[config.mk]
export PLATFORM = sky130hd
export DESIGN_NAME = i2c_switch_bank
export DESIGN_NICKNAME = d
export VERILOG_FILES = /design/src/rtl/i2c_switch_bank.sv
export SDC_FILE = /design/constraint.sdc
export NUM_CORES = 1
export LEC_CHECK = 0
export ABC_AREA = 1
export BUFFER_PORTS_ARGS = -buffer_cell sky130_fd_sc_hd__clkbuf_2
export CORE_ASPECT_RATIO = 0.75
export CORE_MARGIN = 4
export CORE_UTILIZATION = 40
export DETAILED_ROUTE_END_ITERATION = 8
export PLACE_DENSITY = 0.67
export SKIP_LAST_GASP = 1
export SLEW_MARGIN = 20
export SYNTH_ARGS = -nofsm -noshare
export SYNTH_HDL_FRONTEND = slang
export SYNTH_SLANG_ARGS = --single-unit
[constraint.sdc]
create_clock -name clk -period 1.9 [get_ports clk]
set_input_delay 0.38 -clock clk [delete_from_list [all_inputs] [get_ports clk]]
set_output_delay 0.38 -clock clk [all_outputs]
set_load 0.02 [all_outputs]
[src/rtl/i2c_switch_bank.sv]
module i2c_switch_bank #(
  parameter logic [3:0] ADDR_HI = 4'b1001
) (
  input  logic        clk,
  input  logic        rst_n,
  input  logic        scl_in,
  input  logic        sda_in,
  input  logic [2:0]  addr_pins,
  output logic        sda_oe,
  output logic [11:0] sw_closed,
  output logic [1:0]  gpo
);

  typedef enum logic [2:0] {S_IDLE, S_ADDR, S_WR, S_ACK, S_RD, S_RACK} state_t;

  state_t      state;
  logic [1:0]  scl_sync, sda_sync;
  logic        scl_q, sda_q;
  logic [3:0]  cnt;
  logic [7:0]  sh, tx;
  logic [5:0]  cmd_q;
  logic        rw, byte_idx, rd_hi;
  logic [15:0] snap;
  logic [11:0] sh_sw, nx_sw;
  logic [1:0]  sh_gpo, nx_gpo;
  logic [3:0]  nib;

  wire scl     = scl_sync[1];
  wire sda     = sda_sync[1];
  wire scl_rise = scl & ~scl_q;
  wire scl_fall = ~scl & scl_q;
  wire start_c = scl & scl_q & sda_q & ~sda;
  wire stop_c  = scl & scl_q & ~sda_q & sda;
  wire in_idle = (state == S_IDLE);
  wire byte_end = scl_fall && (cnt == 4'd8);
  wire cmd_fire = (state == S_WR) && !start_c && !stop_c && byte_end && byte_idx;

  wire [15:0] status = {gpo[0], gpo[1], 2'b00, sw_closed};
  wire [7:0]  nbyte  = rd_hi ? snap[15:8] : snap[7:0];

  assign nib = cmd_q[5] ? 4'b0000 : (4'b1000 >> cmd_q[4:3]);

  always_comb begin
    nx_sw  = sh_sw;
    nx_gpo = sh_gpo;
    case (cmd_q[2:1])
      2'd0: nx_gpo = {sh[2], sh[1]};
      2'd1: nx_sw[11:8] = nib;
      2'd2: nx_sw[7:4]  = nib;
      default: nx_sw[3:0] = nib;
    endcase
  end

  always_ff @(posedge clk or negedge rst_n) begin
    if (!rst_n) begin
      sh_sw <= '0; sh_gpo <= '0; sw_closed <= '0; gpo <= '0;
    end else if (cmd_fire) begin
      if (!sh[0]) begin
        sh_sw <= '0; sh_gpo <= '0; sw_closed <= '0; gpo <= '0;
      end else begin
        sh_sw  <= nx_sw;
        sh_gpo <= nx_gpo;
        if (cmd_q[0]) begin
          sw_closed <= nx_sw;
          gpo       <= nx_gpo;
        end
      end
    end
  end

  always_ff @(posedge clk or negedge rst_n) begin
    if (!rst_n) begin
      scl_sync <= 2'b11; sda_sync <= 2'b11; scl_q <= 1'b1; sda_q <= 1'b1;
      state <= S_IDLE; cnt <= '0; sh <= '0; tx <= '0; cmd_q <= '0;
      rw <= 1'b0; byte_idx <= 1'b0; rd_hi <= 1'b1; snap <= '0; sda_oe <= 1'b0;
    end else begin
      scl_sync <= {scl_sync[0], scl_in};
      sda_sync <= {sda_sync[0], sda_in};
      scl_q <= scl;
      sda_q <= sda;
      if (start_c) begin
        state <= S_ADDR; cnt <= '0; byte_idx <= 1'b0; sda_oe <= 1'b0;
      end else if (stop_c) begin
        state <= S_IDLE; byte_idx <= 1'b0; sda_oe <= 1'b0;
      end else begin
        case (state)
          S_ADDR, S_WR: begin
            if (scl_rise) begin
              sh  <= {sh[6:0], sda};
              cnt <= 4'(cnt + 1);
            end else if (byte_end) begin
              cnt <= '0;
              if (state == S_ADDR) begin
                if (sh[7:1] == {ADDR_HI, addr_pins}) begin
                  state <= S_ACK; sda_oe <= 1'b1; rw <= sh[0];
                  snap <= status; rd_hi <= 1'b1;
                end else begin
                  state <= S_IDLE;
                end
              end else begin
                state <= S_ACK; sda_oe <= 1'b1;
                byte_idx <= ~byte_idx;
                if (!byte_idx) cmd_q <= sh[5:0];
              end
            end
          end
          S_ACK, S_RACK: begin
            if (scl_rise) sh <= {sh[6:0], sda};
            if (scl_fall) begin
              cnt <= '0;
              if (!rw) begin
                sda_oe <= 1'b0; state <= S_WR;
              end else if (state == S_RACK && sh[0]) begin
                sda_oe <= 1'b0; state <= S_IDLE;
              end else begin
                sda_oe <= ~nbyte[7];
                tx     <= {nbyte[6:0], 1'b0};
                rd_hi  <= ~rd_hi;
                state  <= S_RD;
              end
            end
          end
          S_RD: begin
            if (scl_fall) begin
              cnt <= 4'(cnt + 1);
              if (cnt == 4'd7) begin
                sda_oe <= 1'b0; state <= S_RACK;
              end else begin
                sda_oe <= ~tx[7];
                tx     <= {tx[6:0], 1'b0};
              end
            end
          end
          default: ;
        endcase
      end
    end
  end

endmodule

==> results.json, run 1 <==
{
  "rr_startpoint": "sda_sync[1]",
  "clock_latency_ns": 0.33,
  "gp_congestion": 0.929,
  "clkSlewWorstSetupHoldPaths_ns": 0.06,
  "initial_core_util": 0.414,
  "final_max_slew_viol_count": 0,
  "ios": 22,
  "setup_viol_count_final": 0,
  "finalWirelength_um": 8660,
  "viasPerCell": 4.93,
  "worstHoldPathCells": 1,
  "holdPathEnd": "scl_sync[0]",
  "dp_slack_ns": 0.0924,
  "setup_slack_ns": 0.125,
  "drt_iter0_markers": 250,
  "p_leak_nw": 2.29,
  "rows": 31,
  "crit_arrival_ns": 1.99,
  "grt_remaining_overflow": 0,
  "cp-start-kind": "register",
  "ys_seq_area_frac": 0.497,
  "num_vias": 3304,
  "drc": 0,
  "grt_setup_unrepaired": "yes",
  "worstHoldStart": "scl_in",
  "clockBufferDepth": 2,
  "die_area_um2": 11800,
  "antenna_found_initial": 0,
  "finalHoldViolCount": 0,
  "critPathKind": "reg -> reg",
  "fin_util": 0.474,
  "insertedDiodeCount": 0,
  "hold_path_class": "in -> reg",
  "tritoncts": "yes",
  "fillCellCount": 946,
  "first_global_vias": 3101,
  "min_period_ns": 1.78,
  "drive_gt1_frac": 0.167,
  "root_buffer": "clkbuf_16",
  "ir_drop_mv": 0.490,
  "end_kind": "register",
  "first_pass_iters": 5,
  "synth_cell_types": 34,
  "async_flop_share": 1.00,
  "syn_avg_cell_area_um2": 7.98,
  "syn_area_um2": 4050,
  "power_density_nw_per_um2": 1110,
  "crit_fanout": 7,
  "r2r-end": "state[0]",
  "grt_start_max_net_pins": 52,
  "skew_ns": 0.00324,
  "die_x_um": 124,
  "slowest_delay_ns": 0.55,
  "areaGrowthSynthToFinish_pct": 14.5,
  "ant_nets": 0,
  "reg2reg_depth": 7,
  "drv_cap": 0,
  "outcome": "completed",
  "nets": 542,
  "regToRegSetupSlack_ns": 0.12,
  "cts.sinks": 80,
  "worstPathCellList": "inv_1 -> nor3_1 -> nor2_1 -> nand2_1 -> nand2_1 -> nand2_1 -> nand2_1",
  "syn-instance-count": 507,
  "worstPathRequired_ns": 2.12,
  "tightestPinTransition_ns": 0.479,
  "synth_seq_cells": 80,
  "fmax_ghz": 0.563,
  "slew_headroom": 0.679,
  "synth_enable_flop_cells": 0,
  "track_usage": 0.159,
  "grt_first_pass_wirelength_um": 14700,
  "dp_hpwl_um": 6320,
  "synth_fp_nets": 516,
  "io_buffers": 21,
  "period_share": 0.934,
  "synth_ff_type": "dfrtp_1",
  "core-area_um2": 9770,
  "die_height_um": 95.1,
  "crit_slowest_cell": "dfstp_2",
  "critical_path.most_common_cell": "nand2_1",
  "htreeDepth": 3,
  "cts_buffers": 9,
  "synth_warnings": 0,
  "wl_per_cell_um": 12.9
}
how the worst max path moves through the flow:
stage	startpoint	endpoint	slack [ns]	depth (start not counted)
finish	sda_sync[1]	state[0]	0.12	7
global route	scl_sync[1]	cmd_q[0]	-0.009	8
CTS	scl_sync[1]	cmd_q[0]	0.07	7
detailed placement	scl_sync[1]	cmd_q[0]	0.09	7
global placement	scl_sync[1]	tx[1]	0.14	8
floorplan	cnt[0]	sw_closed[10]	0.37	10
cells in the final DEF (no fill, tap or decap), types with 4 or more instances in the layout:
| cell type | synthesis | routed |
|---|---|---|
| dfrtp_1 | 73 | 73 |
| o21ai_2 | 13 | 13 |
| nor2_1 | 50 | 50 |
| nand3_1 | 27 | 27 |
| nand2_1 | 150 | 149 |
| a21oi_1 | 6 | 6 |
| clkbuf_2 | 0 | 20 |
| clkbuf_16 | 0 | 9 |
| o31ai_1 | 6 | 6 |
| o21ai_1 | 4 | 4 |
| nand2_4 | 5 | 6 |
| o21ai_0 | 61 | 61 |
| inv_1 | 55 | 55 |
| nor3_1 | 5 | 5 |
| dfstp_2 | 7 | 7 |
| nand2_2 | 4 | 4 |
| buf_4 | 1 | 8 |
critical path: cells and delay by family (launching register included):
family	cells	cell delay [ns]
flops	1	0.55
simple gates	6	1.05
buf+inv	1	0.06
kinds of logic (layout without fill, tap and decap cells):
kind of cell,Yosys count,in the layout,synth area share
compound gates,91,91,0.130
xor+xnor,1,1,0.00217
simple gates,258,258,0.282
fa+ha+maj,2,2,0.00619
buf+inv,75,106,0.0820
flops,80,80,0.497
timing repair:
item                                    4_1_cts  5_1_grt
endpoints found under the setup margin        0       13
hold buffers                                  1        0
gates resized for setup                       0        2
setup buffers                                 0        0
endpoints found under the hold margin        23        0
metal layers:
layer,part of all wire,vias up,GRT usage
li1,-,1658,-
met1,0.49,1553,0.222
met2,0.45,85,0.241
met3,0.052,8,0.0469
met4,0.011,0,0.0456
met5,0,-,0
cells in the mapped netlist, types with 4 or more instances:
cell	instances	area, um^2
o21ai_2	13	114
buf_2	7	35.0
inv_1	55	206
o21ai_1	4	20.0
nand2_2	4	25.0
nand3_1	27	135
o21ai_0	61	305
nor2_1	50	188
nand2_4	5	56.3
buf_6	5	56.3
a21oi_1	6	30.0
nand2_1	150	563
nor3_1	5	25.0
o31ai_1	6	45.0
dfstp_2	7	184
dfrtp_1	73	1830
registers in the layout (all words and copies together) (netlist names), 2 cells and up:
| register | count |
|---|---|
| sh_sw | 12 |
| cmd_q | 6 |
| tx | 7 |
| snap | 14 |
| gpo | 2 |
| sh_gpo | 2 |
| scl_sync | 2 |
| sda_sync | 2 |
| cnt | 4 |
| sw_closed | 12 |
| sh | 8 |
| state | 3 |
through the flow:
| stage | std cells | power (mW) | instance area, um^2 | TNS, ns | hold slack, ns |
|---|---|---|---|---|---|
| after floorplan | 507 | 2.97 | 4050 | 0 | 0.0844 |
| after global placement | 653 | 3.24 | 4280 | 0 | 0.333 |
| after detailed placement | 653 | 3.26 | 4280 | 0 | 0.344 |
| after CTS | 670 | 5.16 | 4630 | 0 | 0.120 |
| after global routing | 670 | 5.44 | 4630 | -0.00919 | 0.117 |
| final | 670 | 5.15 | 4630 | 0 | 0.129 |
power breakdown:
part | leakage [nW] | total, mW | internal, mW | switching [mW]
registers | 1.08 | 2.06 | 1.86 | 0.201
clock network | 0.165 | 1.88 | 1.22 | 0.665
logic | 1.05 | 1.20 | 0.365 | 0.833
cell type report:
type                    count  area (um^2)  area share
clock inverters             5         78.8      0.0170
well taps                 132          165      0.0356
inverters                  60          225      0.0486
flip-flops and latches     80         2010       0.434
repair buffers             30          190      0.0410
clock buffers              11          253      0.0546
multi-input cells         352         1710       0.369
(Power assumes the default switching activity.)
==> run 2, diff against run 1 <==
CORE_MARGIN = 2   (was 4)
CORE_UTILIZATION = 45   (was 40)
PLACE_DENSITY = 0.73   (was 0.67)
==> run 2 against run 1 <==
Effect of this change: sequential share of layout area is 0.43 points lower; critical path depth is 2 higher; sequential power hardly changed; final area is 1.0% higher; first-iteration DRC count is 1.6% higher; utilization is 7.0 points higher; via count is 1.2% higher; flip-flop and latch count stayed put; largest power group is now the clock network; power is 4.0% higher; largest cell class unchanged; count of clock-buffer cells in the layout is 2 lower; non-clock buffer count is 3 higher; highest routed layer unchanged; maximum frequency is 0.68% lower.
==> results.json, run 2 (synthesized netlist as in run 1, its figures left out) <==
{
  "ir_drop_mv": 0.519,
  "p_leak_nw": 2.33,
  "areaGrowthSynthToFinish_pct": 15.7,
  "final_max_slew_viol_count": 0,
  "rows": 29,
  "fmax_ghz": 0.560,
  "tns_ns": 0,
  "grt_first_pass_wirelength_um": 14800,
  "viasPerCell": 5.15,
  "gp_congestion": 0.900,
  "insertedDiodeCount": 0,
  "setup_viol_count_final": 0,
  "finalWirelength_um": 8590,
  "fin_cells": 649,
  "intPower_mw": 3.65,
  "clock_latency_ns": 0.33,
  "reg2reg_depth": 9,
  "die_x_um": 113,
  "place_inst": 629,
  "swShare": 0.318,
  "ant_nets": 0,
  "drv_cap": 0,
  "root_buffer": "clkbuf_16",
  "die_area_um2": 9770,
  "io_buffers": 21,
  "power_density_nw_per_um2": 1140,
  "first_global_vias": 3141,
  "htreeDepth": 3,
  "slew_headroom": 0.686,
  "initial_core_util": 0.470,
  "end_kind": "register",
  "tightestPinTransition_ns": 0.469,
  "multiInputGateArea_um2": 1720,
  "seqCellArea_um2": 2010,
  "critPathKind": "reg -> reg",
  "first_pass_iters": 5,
  "combPwrFrac": 0.220,
  "regToRegSetupSlack_ns": 0.11,
  "startpoint": "cnt[0]",
  "largest-register": "snap",
  "dp_hpwl_um": 6170,
  "skew_ns": 0.00662,
  "grt_setup_unrepaired": "no",
  "holdPathEnd": "scl_sync[0]",
  "track_usage": 0.191,
  "drive_gt1_frac": 0.174,
  "drc": 0,
  "num_vias": 3342,
  "layout_common_cells": "149 x nand2_1, 73 x dfrtp_1, 61 x o21ai_0, 55 x inv_1, 50 x nor2_1",
  "min_period_ns": 1.79,
  "power_frac_seq": 0.386,
  "worstPathRequired_ns": 2.13,
  "period_share": 0.941,
  "rr_startpoint": "cnt[0]",
  "largest_register_ffs": 14,
  "wl_per_cell_um": 13.2,
  "largestRegisters": "snap: 14 flops, sh_sw: 12 flops, sw_closed: 12 flops",
  "core-area_um2": 8600,
  "worstHoldStart": "scl_in",
  "hold_path_class": "in -> reg",
  "antenna_found_initial": 0,
  "grt_start_max_net_pins": 48,
  "finalHoldViolCount": 0,
  "fillCellCount": 754,
  "outcome": "completed",
  "die_height_um": 86.1,
  "cp-start-kind": "register",
  "tritoncts": "yes",
  "p_sw_mw": 1.70,
  "clkPwrFrac": 0.394,
  "clockBufferDepth": 2,
  "final_common_cell": "nand2_1",
  "crit_arrival_ns": 2.02,
  "r2r-end": "sh_sw[7]",
  "grt_remaining_overflow": 0,
  "crit_fanout": 26,
  "clkSlewWorstSetupHoldPaths_ns": 0.06,
  "worstHoldPathCells": 1,
  "cts.sinks": 80,
  "cts_buffers": 9,
  "nets": 545,
  "drt_iter0_markers": 254,
  "ios": 22
}
==> run 2: cell count changes in the layout (fill, tap and decap cells not counted), sizes merged <==
cell    before  now
bufinv       2    4
buf          9   12
clkbuf      31   29
clkinv       5    4
inv         58   59
==> run 2: final cells by class <==
| cell class | count | share of cell area |
|---|---|---|
| clock buffer | 9 | 0.0481 |
| clock inverter | 7 | 0.0305 |
| inverter | 60 | 0.0481 |
| multi-input combinational | 352 | 0.367 |
| sequential | 80 | 0.430 |
| tap | 108 | 0.0289 |
| timing repair buffer | 33 | 0.0481 |
==> run 2: timing repair <==
action	4_1_cts	5_1_grt
hold buffers	1	0
endpoints found under the hold margin	12	0
endpoints found under the setup margin	0	13
setup buffers	0	3
gates resized for setup	0	3
==> run 2: worst max path at each step <==
stage | slack (ns) | to | cells past startpoint
after detailed placement | 0.11 | sh_sw[7] | 7
after global placement | 0.19 | sh_sw[4] | 7
final | 0.11 | sh_sw[7] | 9
after CTS | 0.08 | byte_idx | 7
after global routing | 0.0002 | sh_sw[1] | 9
after floorplan | 0.37 | sw_closed[10] | 10
==> run 2: worst max-delay path: stages (launching register included) <==
cell and delay, ns:
dfrtp_1 0.42, inv_1 0.10, ha_1 0.15, nand2_1 0.04, inv_1 0.06, nand3_2 0.14, nor2_4 0.20, nand2_4 0.09
buf_4 0.23, o31ai_1 0.25
==> run 2: power by group through the flow <==
stage	Clock, mW	Combinational [mW]	Sequential, mW
floorplan	0	0.974	2.00
global placement	0	1.13	2.08
detailed placement	0	1.14	2.09
CTS	2.15	1.16	2.06
global route	2.21	1.33	2.09
finish	2.11	1.18	2.07
==> run 2: metrics by stage <==
step	power [mW]	instance area, um^2	utilization	worst slack, ns	hold WS (ns)
floorplan	2.97	4050	-	0.374	0.0844
global placement	3.21	4270	0.496	0.193	0.259
detailed placement	3.23	4270	0.496	0.111	0.261
CTS	5.37	4640	0.540	0.0835	0.122
global route	5.62	4680	0.544	0.000223	0.122
finish	5.35	4680	0.544	0.113	0.128
==> run 2: per-layer routing <==
layer	GRT usage	up-vias	share of wire	wire length (um)
met5	0	-	0	0
met4	0.0610	0	0.015	131
met3	0.0516	11	0.047	402
met2	0.298	82	0.47	4020
met1	0.262	1581	0.47	4030
li1	-	1668	-	-
